`src/rtl/lut_frac_pkg.sv`:
```
package lut_frac_pkg;

  localparam int TBL_BITS = 64;
  localparam int ADDR_W   = $clog2(TBL_BITS);
  localparam int N_DIN    = 8;

  typedef enum logic [2:0] {
    SPLIT_SINGLE6 = 3'd0,
    SPLIT_SHARE2  = 3'd1,
    SPLIT_SHARE1  = 3'd2,
    SPLIT_FIVE3   = 3'd3,
    SPLIT_FOUR4   = 3'd4,
    SPLIT_EXT7    = 3'd5
  } split_mode_e;

  function automatic logic mode_known(input logic [2:0] m);
    return (m <= 3'd5);
  endfunction

  // Table address read by the lower half-function.
  function automatic logic [ADDR_W-1:0] addr_lo(input logic [2:0] m, input logic [N_DIN-1:0] d);
    logic [ADDR_W-1:0] a;
    case (m)
      SPLIT_SINGLE6: a = d[5:0];
      SPLIT_SHARE2,
      SPLIT_SHARE1,
      SPLIT_FIVE3,
      SPLIT_EXT7:    a = {1'b0, d[4:0]};
      SPLIT_FOUR4:   a = {2'b00, d[3:0]};
      default:       a = '0;
    endcase
    return a;
  endfunction

  // Table address read by the upper half-function (slice base 32).
  function automatic logic [ADDR_W-1:0] addr_hi(input logic [2:0] m, input logic [N_DIN-1:0] d);
    logic [ADDR_W-1:0] a;
    case (m)
      SPLIT_SHARE2: a = {1'b1, d[7:5], d[1:0]};
      SPLIT_SHARE1: a = {2'b10, d[7:5], d[0]};
      SPLIT_FIVE3:  a = {3'b100, d[7:5]};
      SPLIT_FOUR4:  a = {2'b10, d[7:4]};
      SPLIT_EXT7:   a = {1'b1, d[5], d[3:0]};
      default:      a = '0;
    endcase
    return a;
  endfunction

endpackage

```
`src/rtl/lut_cfg_shreg.sv`:
```
module lut_cfg_shreg #(
  parameter int WIDTH = 64
) (
  input  logic             clk,
  input  logic             rst_n,
  input  logic             shift_en,
  input  logic             shift_in,
  output logic [WIDTH-1:0] bits_q
);
  always_ff @(posedge clk or negedge rst_n) begin
    if (!rst_n)
      bits_q <= '0;
    else if (shift_en)
      bits_q <= {shift_in, bits_q[WIDTH-1:1]};
  end
endmodule

```
`src/rtl/lut_half_read.sv`:
```
module lut_half_read
  import lut_frac_pkg::*;
#(
  parameter bit UPPER = 1'b0
) (
  input  logic [TBL_BITS-1:0] tbl,
  input  logic [2:0]          mode,
  input  logic [N_DIN-1:0]    din,
  output logic [ADDR_W-1:0]   addr,
  output logic                bit_out
);
  generate
    if (UPPER) begin : g_hi
      assign addr = addr_hi(mode, din);
    end else begin : g_lo
      assign addr = addr_lo(mode, din);
    end
  endgenerate

  assign bit_out = tbl[addr];
endmodule

```
`src/rtl/lut_out_mux.sv`:
```
module lut_out_mux
  import lut_frac_pkg::*;
(
  input  logic       mode_ok,
  input  logic       loading,
  input  logic [2:0] mode,
  input  logic       ext_sel,
  input  logic       bit_a,
  input  logic       bit_b,
  output logic       y0,
  output logic       y1
);
  logic gate;
  assign gate = mode_ok && !loading;

  always_comb begin
    y0 = 1'b0;
    y1 = 1'b0;
    if (gate) begin
      case (mode)
        SPLIT_SINGLE6: begin
          y0 = bit_a;
          y1 = bit_a;
        end
        SPLIT_EXT7: begin
          y0 = ext_sel ? bit_b : bit_a;
          y1 = y0;
        end
        default: begin
          y0 = bit_a;
          y1 = bit_b;
        end
      endcase
    end
  end
endmodule

```
`src/rtl/lut_frac_cell.sv`:
```
module lut_frac_cell
  import lut_frac_pkg::*;
(
  input  logic       clk,
  input  logic       rst_n,
  input  logic       cfg_load_en,
  input  logic       cfg_bit,
  input  logic [2:0] cfg_mode,
  input  logic [7:0] din,
  output logic       y0,
  output logic       y1
);
  logic [TBL_BITS-1:0] cfg_q;
  logic [ADDR_W-1:0]   addr_a, addr_b;
  logic                bit_a, bit_b;
  logic                mode_ok;

  assign mode_ok = mode_known(cfg_mode);

  lut_cfg_shreg #(.WIDTH(TBL_BITS)) u_cfg (
    .clk      (clk),
    .rst_n    (rst_n),
    .shift_en (cfg_load_en),
    .shift_in (cfg_bit),
    .bits_q   (cfg_q)
  );

  lut_half_read #(.UPPER(1'b0)) u_rd_a (
    .tbl     (cfg_q),
    .mode    (cfg_mode),
    .din     (din),
    .addr    (addr_a),
    .bit_out (bit_a)
  );

  lut_half_read #(.UPPER(1'b1)) u_rd_b (
    .tbl     (cfg_q),
    .mode    (cfg_mode),
    .din     (din),
    .addr    (addr_b),
    .bit_out (bit_b)
  );

  lut_out_mux u_mux (
    .mode_ok (mode_ok),
    .loading (cfg_load_en),
    .mode    (cfg_mode),
    .ext_sel (din[6]),
    .bit_a   (bit_a),
    .bit_b   (bit_b),
    .y0      (y0),
    .y1      (y1)
  );
endmodule

```
`config.mk`:
```
export PLATFORM = sky130hd
export DESIGN_NAME = lut_frac_cell
export DESIGN_NICKNAME = d
export VERILOG_FILES = /design/src/rtl/lut_frac_pkg.sv /design/src/rtl/lut_cfg_shreg.sv /design/src/rtl/lut_half_read.sv /design/src/rtl/lut_out_mux.sv /design/src/rtl/lut_frac_cell.sv
export SDC_FILE = /design/constraint.sdc
export NUM_CORES = 1
export LEC_CHECK = 0
export BUFFER_PORTS_ARGS = -buffer_cell sky130_fd_sc_hd__clkbuf_2
export CAP_MARGIN = 10
export CORE_ASPECT_RATIO = 1.4
export CORE_UTILIZATION = 40
export DETAILED_ROUTE_END_ITERATION = 8
export GPL_ROUTABILITY_DRIVEN = 1
export PLACE_DENSITY_LB_ADDON = 0.08
export SYNTH_ARGS = -nofsm -noshare
export SYNTH_HDL_FRONTEND = slang
export SYNTH_HIERARCHICAL = 1
export SYNTH_SLANG_ARGS = --single-unit
```
`constraint.sdc`:
```
create_clock -name clk -period 3.4 [get_ports clk]
set_input_delay 0.68 -clock clk [delete_from_list [all_inputs] [get_ports clk]]
set_output_delay 0.68 -clock clk [all_outputs]
set_load 0.01 [all_outputs]
```
==> metrics, run 1 <==
status=finished, violations left; failing checks=negative setup slack; worst-margin pin slew=0.828 ns; I/O pins=17; CP arrival=2.92 ns; Die Width=87.4 um; gpl congestion=0.783; n_diodes=0; crit start category=primary input; final setup fails=2; Fin Clk Skew=0.00585 ns; CTS tree=built; Inserted Clock Buffers=9; met2 usage=30.2%; Max transition margin=44.8%; die area=10600 sq um; final hold vios=0; DP Wirelength=6350 um; Core ar.=9900 sq um; cells after synthesis=313; critical path peak fanout=5; Worst-Skew Late Latency=0.33 ns; wire length of the first global-routing pass=15000 um; H-tree levels=3; minimum clock period=3.60 ns; max cap viols=0; Post-CTS Hold Fix Bufs=0; Synth Net Count=328; Biggest register=u_cfg/bits_q; Starting Density=41.3%; initial antenna violation count=0; max FFs per register=64; Net count, final=389; Worst EP required=2.72 ns; PwrDens=534 nW/um^2; fraction of the cycle the final worst path needs=106%; met3 Use GR=3.93%; worst path bufs/invs=4; Top delay family on crit path=compound AO/OA/AOI/OAI gates; Static Leak=2.34 nW; Worst Setup End Kind=output port; deepest clock path buffer count=2; Avg Cell Area, Syn=13.1 sq um; post-route setup slack=-0.201 ns; vias in the first global route=2763; R2R Setup Slk=2.56 ns; final slew viol count=0; critical path class=primary input to output port; drt first pass iters=4; CP max stage cell=mux2_2; Layout Cell Area excl Fill=4960 sq um; wire length per cell=18.1 um; area grow syn2layout=21.3%; post-route ant nets=0; Remaining DRCs=0; clk sinks=64; largest net degree at the start of global routing=65; total wire length=9290 um; VDD IR max=237 uV; vias per cell=5.32; number of core rows=43; DRT iter0 DRCs=136; global route hottest layer=met2; Area after DPL=4460 sq um; largest registers=u_cfg/bits_q: 64 flops; Post-Syn Area=4090 sq um; root buffer cell=clkbuf_16; Syn. warnings=6; cell breakdown of the critical path=clkbuf_4, buf_12, mux2_2, a221o_1, a21oi_2, nor3_2, o31ai_1, nor3_1, buf_4, mux2i_1, a31oi_1, o221a_1, clkbuf_2; port bufs=16; gr usage total=18.9%; residual overflow from global routing=0; final setup TNS=-0.223 ns; GR Util met1=25.2%; class of the worst hold path=primary input to asynchronous set/reset pin; Reg clk slew, reported paths=0.05 ns; Vias=2735; Achievable Freq=278 MHz; layout cell share with drive strength beyond 1=47.2%; CP max stage delay=0.32 ns; RSZ-0062 raised after global routing=true; die height=122 um
==> routing by layer <==
layer | vias to the layer above | wire length [um]
met1 | 1391 | 4350
met2 | 35 | 4530
met5 | - | 0
met4 | 0 | 163
met3 | 11 | 249
li1 | 1298 | -
==> path summary, 6_finish.rpt <==
check / from / to / depth (start not counted)
min in group clk: u_cfg/bits_q[6] / u_cfg/bits_q[5] / 1
min: rst_n / u_cfg/bits_q[63] / 2
max reg2reg: u_cfg/bits_q[39] / u_cfg/bits_q[39] / 1
max in group asynchronous: rst_n / u_cfg/bits_q[31] / 2
min reg2reg: u_cfg/bits_q[6] / u_cfg/bits_q[5] / 1
max: din[0] / y1 / 13
==> layout by cell type, fill, tap and decap left out, types with 7 or more instances in the layout <==
cell       count
nor2_1         9
a21oi_1       15
mux2_2         7
mux2_4        60
buf_4         45
dfrtp_1       64
clkbuf_16     10
nand2_1       13
clkbuf_2       9
mux2i_1       31
nand3_1       15
==> timing repair <==
action	in CTS	in global routing
endpoints found under the setup margin	2	2
gates cloned	2	0
setup buffers	3	2
resized for setup	17	15
pin swaps	6	6
==> final cells by class <==
class	count	area (sq um)
Sequential cell	64	1600
Clock inverter	5	32.5
Clock buffer	11	243
Multi-Input combinational cell	220	2260
Inverter	9	40.0
Timing Repair Buffer	70	616
Fill cell	918	4940
Tap cell	135	169
==> where the power goes <==
part | leakage [nW] | internal [mW] | switching, mW
Clock | 0.128 | 0.510 | 0.333
Sequential | 0.845 | 0.912 | 0.190
Combinational | 1.37 | 0.438 | 0.265
Total | 2.34 | 1.86 | 0.788
==> metrics by stage <==
step / power [mW] / cells / setup slack (ns) / utilization, % / hold slack [ns]
3_3_place_gp: 1.77 / 491 / -0.265 / 45.1 / 0.515
6_report: 2.65 / 514 / -0.201 / 50.1 / 0.525
2_1_floorplan: 1.56 / 313 / 0.0720 / - / 0.384
3_5_place_dp: 1.77 / 491 / -0.320 / 45.1 / 0.520
5_1_grt: 2.78 / 514 / -0.331 / 50.1 / 0.555
4_1_cts: 2.66 / 512 / -0.190 / 49.2 / 0.536
No activity file was read; power rests on OpenSTA's default activity.
==> run 2, diff against run 1 <==
CORE_UTILIZATION = 50   (was 40)
==> run 2 against run 1 <==
Sequential power about the same. Die area decreased by 20%. Critical path depth shrank 1. Clock skew grew 0.0031 ns. The run still ends with negative setup slack left. Sequential share of layout area up 0.98 points. Global-route usage grew 3.3 points. Combinational power is essentially flat.
==> metrics, run 2 (synthesized netlist as in run 1, its figures left out) <==
final setup fails=2 (unchanged); Final Util=61.3% (was 50.1%); wire length of the first global-routing pass=14300 um (was 15000 um); worst hold slack=0.415 ns (was 0.525 ns); post-route ant nets=0 (unchanged); vias in the first global route=2777 (was 2763); Flop pwr share=44.4% (was 41.6%); clock power share=27.0% (was 31.8%); Top delay family on crit path=compound AO/OA/AOI/OAI gates (unchanged); die area=8540 sq um (was 10600 sq um); Inserted Clock Buffers=9 (unchanged); Filler cells=637 (was 918); Worst EP required=2.72 ns (about the same); gpl congestion=0.829 (was 0.783); drt first pass iters=6 (was 4); DRT iter0 DRCs=153 (was 136); die height=109 um (was 122 um); final slew viol count=0 (unchanged); critical path peak fanout=6 (was 5); post-route setup slack=-0.228 ns (was -0.201 ns); commonest non-fill, non-tap cell in the layout=dfrtp_1 (unchanged); n_diodes=0 (unchanged); Achievable Freq=276 MHz (was 278 MHz); Reg clk slew, reported paths=0.06 ns (was 0.05 ns); Net count, final=384 (was 389); class of the worst hold path=primary input to asynchronous set/reset pin (unchanged); worst r2r src=u_cfg/bits_q[60] (was u_cfg/bits_q[39]); largest net degree at the start of global routing=34 (was 65); status=finished, violations left (unchanged); Core ar.=7850 sq um (was 9900 sq um); DP Wirelength=6070 um (was 6350 um); max cap viols=0 (unchanged); gr usage total=22.2% (was 18.9%); cell breakdown of the critical path=clkbuf_2, nor2b_1, a211o_1, a32oi_4, nand3_1, a41oi_2, a21oi_2, a311o_1, mux2i_1, a31oi_1, o221a_1, buf_2 (was clkbuf_4, buf_12, mux2_2, a221o_1, a21oi_2, nor3_2, o31ai_1, nor3_1, buf_4, mux2i_1, a31oi_1, o221a_1, clkbuf_2); RSZ-0062 raised after global routing=true (unchanged); initial antenna violation count=0 (unchanged); most frequent cells in the layout=dfrtp_1 (64), mux2_4 (60), buf_4 (37), mux2i_1 (29) (was dfrtp_1 (64), mux2_4 (60), buf_4 (45), mux2i_1 (31)); Biggest register=u_cfg/bits_q (unchanged); clk sinks=64 (unchanged); I/O pins=17 (unchanged); critical path class=primary input to output port (unchanged); area grow syn2layout=17.7% (was 21.3%); Worst Setup End Kind=output port (unchanged); vias per cell=5.74 (was 5.32); max FFs per register=64 (unchanged); Die Width=78.4 um (was 87.4 um); largest registers=u_cfg/bits_q: 64 flops (unchanged); root buffer cell=clkbuf_8 (was clkbuf_16); CP max stage cell=a311o_1 (was mux2_2); worst path bufs/invs=2 (was 4); switch share=29.9% (was 29.8%); wire length per cell=18.3 um (was 18.1 um); Worst-Skew Late Latency=0.35 ns (was 0.33 ns); CP max stage delay=0.39 ns (was 0.32 ns); Static Leak=2.29 nW (was 2.34 nW); Crit. Startpoint=din[5] (was din[0]); failing checks=negative setup slack (unchanged); number of core rows=38 (was 43); layout cell share with drive strength beyond 1=45.7% (was 47.2%); fraction of the cycle the final worst path needs=107% (was 106%); Starting Density=52.1% (was 41.3%); worst-margin pin slew=0.792 ns (was 0.828 ns); Vias=2720 (was 2735); PwrDens=512 nW/um^2 (was 534 nW/um^2); total wire length=8660 um (was 9290 um); VDD IR max=359 uV (was 237 uV); combinational share of power=28.6% (was 26.6%); H-tree levels=3 (unchanged); Max transition margin=47.2% (was 44.8%); Sw Pwr=0.736 mW (was 0.788 mW); CTS tree=built (unchanged); Internal=1.73 mW (was 1.86 mW); crit start category=primary input (unchanged); minimum clock period=3.63 ns (was 3.60 ns); deepest clock path buffer count=2 (unchanged); Remaining DRCs=0 (unchanged); port bufs=16 (unchanged); final hold vios=0 (unchanged); CP arrival=2.95 ns (was 2.92 ns); residual overflow from global routing=0 (unchanged); Fin Clk Skew=0.00893 ns (was 0.00585 ns)
[run 2: cell count changes in the layout (fill, tap and decap cells not counted), moves of 2 or more]
cell        change
buf_12          +4
clkbuf_8       +10
clkinvlp_4      -3
a221oi_1        +2
mux2i_1         -2
clkbuf_2        +2
clkbuf_16      -10
a221oi_2        -2
buf_4           -8
[run 2: repair_timing]
item	4_1_cts	5_1_grt
gates cloned	1	0
endpoints found under the hold margin	0	0
endpoints found under the setup margin	2	2
gates resized for setup	9	21
hold buffers	0	0
pin swaps	5	16
setup buffers	4	0
[run 2: worst paths after layout]
check | slack, ns | end | cells past startpoint
min reg2reg | 0.54 | u_cfg/bits_q[18] | 1
max | -0.23 | y1 | 12
min | 0.42 | u_cfg/bits_q[63] | 1
max in group asynchronous | 2.26 | u_cfg/bits_q[17] | 2
min in group clk | 0.54 | u_cfg/bits_q[18] | 1
max reg2reg | 2.55 | u_cfg/bits_q[60] | 1
[run 2: power by group through the flow]
stage	Sequential (mW)	Clock, mW	Combinational, mW
floorplan	1.03	0	0.528
global placement	1.11	0	0.653
detailed placement	1.11	0	0.660
CTS	1.10	0.680	0.694
global route	1.12	0.722	0.751
finish	1.09	0.665	0.705
[run 2: per-layer routing]
metal,vias to the layer above,wire length (um),track usage [%]
li1,1279,-,-
met1,1368,4060,29.6
met2,61,4170,35.5
met3,12,305,4.85
met4,0,124,7.67
met5,-,0,0
[run 2: area by class of cell]
class	instances	area, sq um	share of cell area, %
tap	100	125	2.60
timing repair buffer	65	592	12.3
sequential	64	1600	33.3
clock buffer	13	159	3.30
inverter	9	41.3	0.858
clock inverter	3	40.0	0.832
multi-input combinational	220	2250	46.8
[run 2: per-stage QoR]
step                setup TNS [ns]  area [sq um]  setup WS (ns)  cells  total power [mW]
floorplan                        0          4090         0.0720    313              1.56
detailed placement          -0.327          4410         -0.237    454              1.77
global placement            -0.276          4410         -0.202    454              1.76
global route                -0.495          4810         -0.296    474              2.60
CTS                         -0.299          4770         -0.204    475              2.47
finish                      -0.322          4810         -0.228    474              2.46
==> run 3, diff against run 2 <==
PLACE_DENSITY = 0.74   (was unset)
PLACE_DENSITY_LB_ADDON = unset   (was 0.08)
==> run 3 against run 2 <==
The run still ends with negative setup slack left. Largest power group unchanged. Via count up 3.8%. Global-route usage up 0.070 points. Sequential share of layout area up 0.052 points. Clock-buffer cell count unchanged. Largest cell class unchanged. Combinational power up 4.4%.
==> metrics, run 3 (synthesized netlist as in run 1, its figures left out) <==
Fin Clk Skew=0.00664 ns (was 0.00893 ns); worst-margin pin slew=0.753 ns (was 0.792 ns); Die Width=78.4 um (unchanged); n_diodes=0 (unchanged); Net count, final=391 (was 384); final setup fails=2 (unchanged); VDD IR max=350 uV (was 359 uV); Inserted Clock Buffers=9 (unchanged); minimum clock period=3.80 ns (was 3.63 ns); final hold vios=0 (unchanged); Core ar.=7850 sq um (unchanged); vias per cell=5.87 (was 5.74); Worst EP required=2.72 ns (about the same); gpl congestion=0.835 (was 0.829); most frequent cells in the layout=dfrtp_1 (64), mux2_4 (60), buf_4 (44), mux2i_1 (27), a21oi_1 (15) (was dfrtp_1 (64), mux2_4 (60), buf_4 (37), mux2i_1 (29)); max FFs per register=64 (unchanged); die area=8540 sq um (unchanged); root buffer cell=clkbuf_8 (unchanged); vias in the first global route=2795 (was 2777); H-tree levels=3 (unchanged); RSZ-0062 raised after global routing=true (unchanged); critical path peak fanout=6 (unchanged); Worst R2R End=u_cfg/bits_q[53] (was u_cfg/bits_q[60]); combinational share of power=30.6% (was 28.6%); initial antenna violation count=0 (unchanged); commonest non-fill, non-tap cell in the layout=dfrtp_1 (unchanged); drt first pass iters=4 (was 6); fraction of the cycle the final worst path needs=112% (was 107%); Static Leak=2.28 nW (was 2.29 nW); Filler cells=587 (was 637); Sw Pwr=0.764 mW (was 0.736 mW); R2R Setup Slk=2.57 ns (was 2.55 ns); wire length per cell=19.0 um (was 18.3 um); clock power share=23.7% (was 27.0%); Reg clk slew, reported paths=0.06 ns (about the same); Vias=2824 (was 2720); area grow syn2layout=17.5% (was 17.7%); status=finished, violations left (unchanged); Flop pwr share=45.8% (was 44.4%); worst r2r src=u_cfg/bits_q[53] (was u_cfg/bits_q[60]); Worst Setup End Kind=output port (unchanged); CTS tree=built (unchanged); number of core rows=38 (unchanged); I/O pins=17 (unchanged); die height=109 um (unchanged); crit start category=primary input (unchanged); Max transition margin=49.8% (was 47.2%); Achievable Freq=263 MHz (was 276 MHz); deepest clock path buffer count=2 (unchanged); Worst-Skew Late Latency=0.36 ns (was 0.35 ns); class of the worst hold path=primary input to asynchronous set/reset pin (unchanged); DRT iter0 DRCs=243 (was 153); Remaining DRCs=0 (unchanged); post-route setup slack=-0.402 ns (was -0.228 ns); failing checks=negative setup slack (unchanged); Reg2Reg Depth=1 (unchanged); total wire length=9120 um (was 8660 um); Biggest register=u_cfg/bits_q (unchanged); final setup TNS=-0.647 ns (was -0.322 ns); CP arrival=3.12 ns (was 2.95 ns); gr usage total=22.2% (about the same); Post-CTS Hold Fix Bufs=0 (unchanged); critical path class=primary input to output port (unchanged); port bufs=16 (unchanged); layout cell share with drive strength beyond 1=47.0% (was 45.7%); residual overflow from global routing=0 (unchanged); switch share=31.7% (was 29.9%); pre-CTS setup slack=-0.229 ns (was -0.237 ns); PwrDens=501 nW/um^2 (was 512 nW/um^2); DP Wirelength=6050 um (was 6070 um); clk sinks=64 (unchanged); post-route ant nets=0 (unchanged); Starting Density=52.1% (unchanged); final slew viol count=0 (unchanged); Internal=1.64 mW (was 1.73 mW); largest registers=u_cfg/bits_q: 64 flops (unchanged); wire length of the first global-routing pass=14200 um (was 14300 um); largest net degree at the start of global routing=34 (unchanged); max cap viols=0 (unchanged)
run 3: worst max-delay path by stage:
stage / start / end / slack [ns] / cells after the start
floorplan: cfg_mode[2] / y1 / 0.07 / 13
global placement: cfg_mode[2] / y1 / -0.18 / 12
detailed placement: cfg_mode[2] / y1 / -0.23 / 12
CTS: cfg_mode[2] / y1 / -0.19 / 12
global route: cfg_mode[0] / y1 / -0.48 / 14
finish: cfg_mode[0] / y1 / -0.40 / 14
run 3: layout make-up:
type | count | area (sq um) | area share [%]
multi-input cells | 220 | 2230 | 46.5
flip-flops and latches | 64 | 1600 | 33.3
repair buffers | 72 | 638 | 13.3
clock inverters | 3 | 17.5 | 0.365
clock buffers | 13 | 149 | 3.10
inverters | 9 | 38.8 | 0.808
well taps | 100 | 125 | 2.60
run 3: layer usage:
layer | track usage (%) | routed length, um
met4 | 11.1 | 404
met1 | 26.8 | 3770
met5 | 0 | 0
met3 | 5.19 | 425
met2 | 37.2 | 4520
run 3: repair_timing:
item,CTS,global route
pin swaps,6,12
buffers inserted,2,4
resized for setup,6,29
cloned,0,1
setup endpoints to repair,2,2
run 3: worst max-delay path, cell delays in order:
cell and delay [ns]:
buf_12 0.11, mux2i_4 0.19, o211ai_4 0.27, buf_12 0.16
buf_6 0.10, mux2i_1 0.26, nand3_1 0.17, nand3_2 0.10
o22ai_2 0.08, a311o_1 0.37, mux2i_2 0.16, a31oi_1 0.10
o221a_1 0.23, buf_2 0.14
run 3: stage by stage:
step / hold WS [ns] / instance area, sq um / power (mW) / cells / util (%)
floorplan: 0.384 / 4090 / 1.56 / 313 / -
global placement: 0.515 / 4430 / 1.75 / 459 / 56.4
detailed placement: 0.524 / 4430 / 1.77 / 459 / 56.4
CTS: 0.390 / 4640 / 2.35 / 477 / 59.1
global route: 0.429 / 4800 / 2.52 / 481 / 61.2
finish: 0.383 / 4800 / 2.41 / 481 / 61.2
run 3: power by group through the flow:
stage / Sequential, mW / Combinational, mW / Clock (mW)
after detailed placement: 1.11 / 0.663 / 0
after global routing: 1.12 / 0.782 / 0.619
final: 1.10 / 0.736 / 0.569
after CTS: 1.10 / 0.674 / 0.581
after floorplan: 1.03 / 0.528 / 0
after global placement: 1.10 / 0.644 / 0
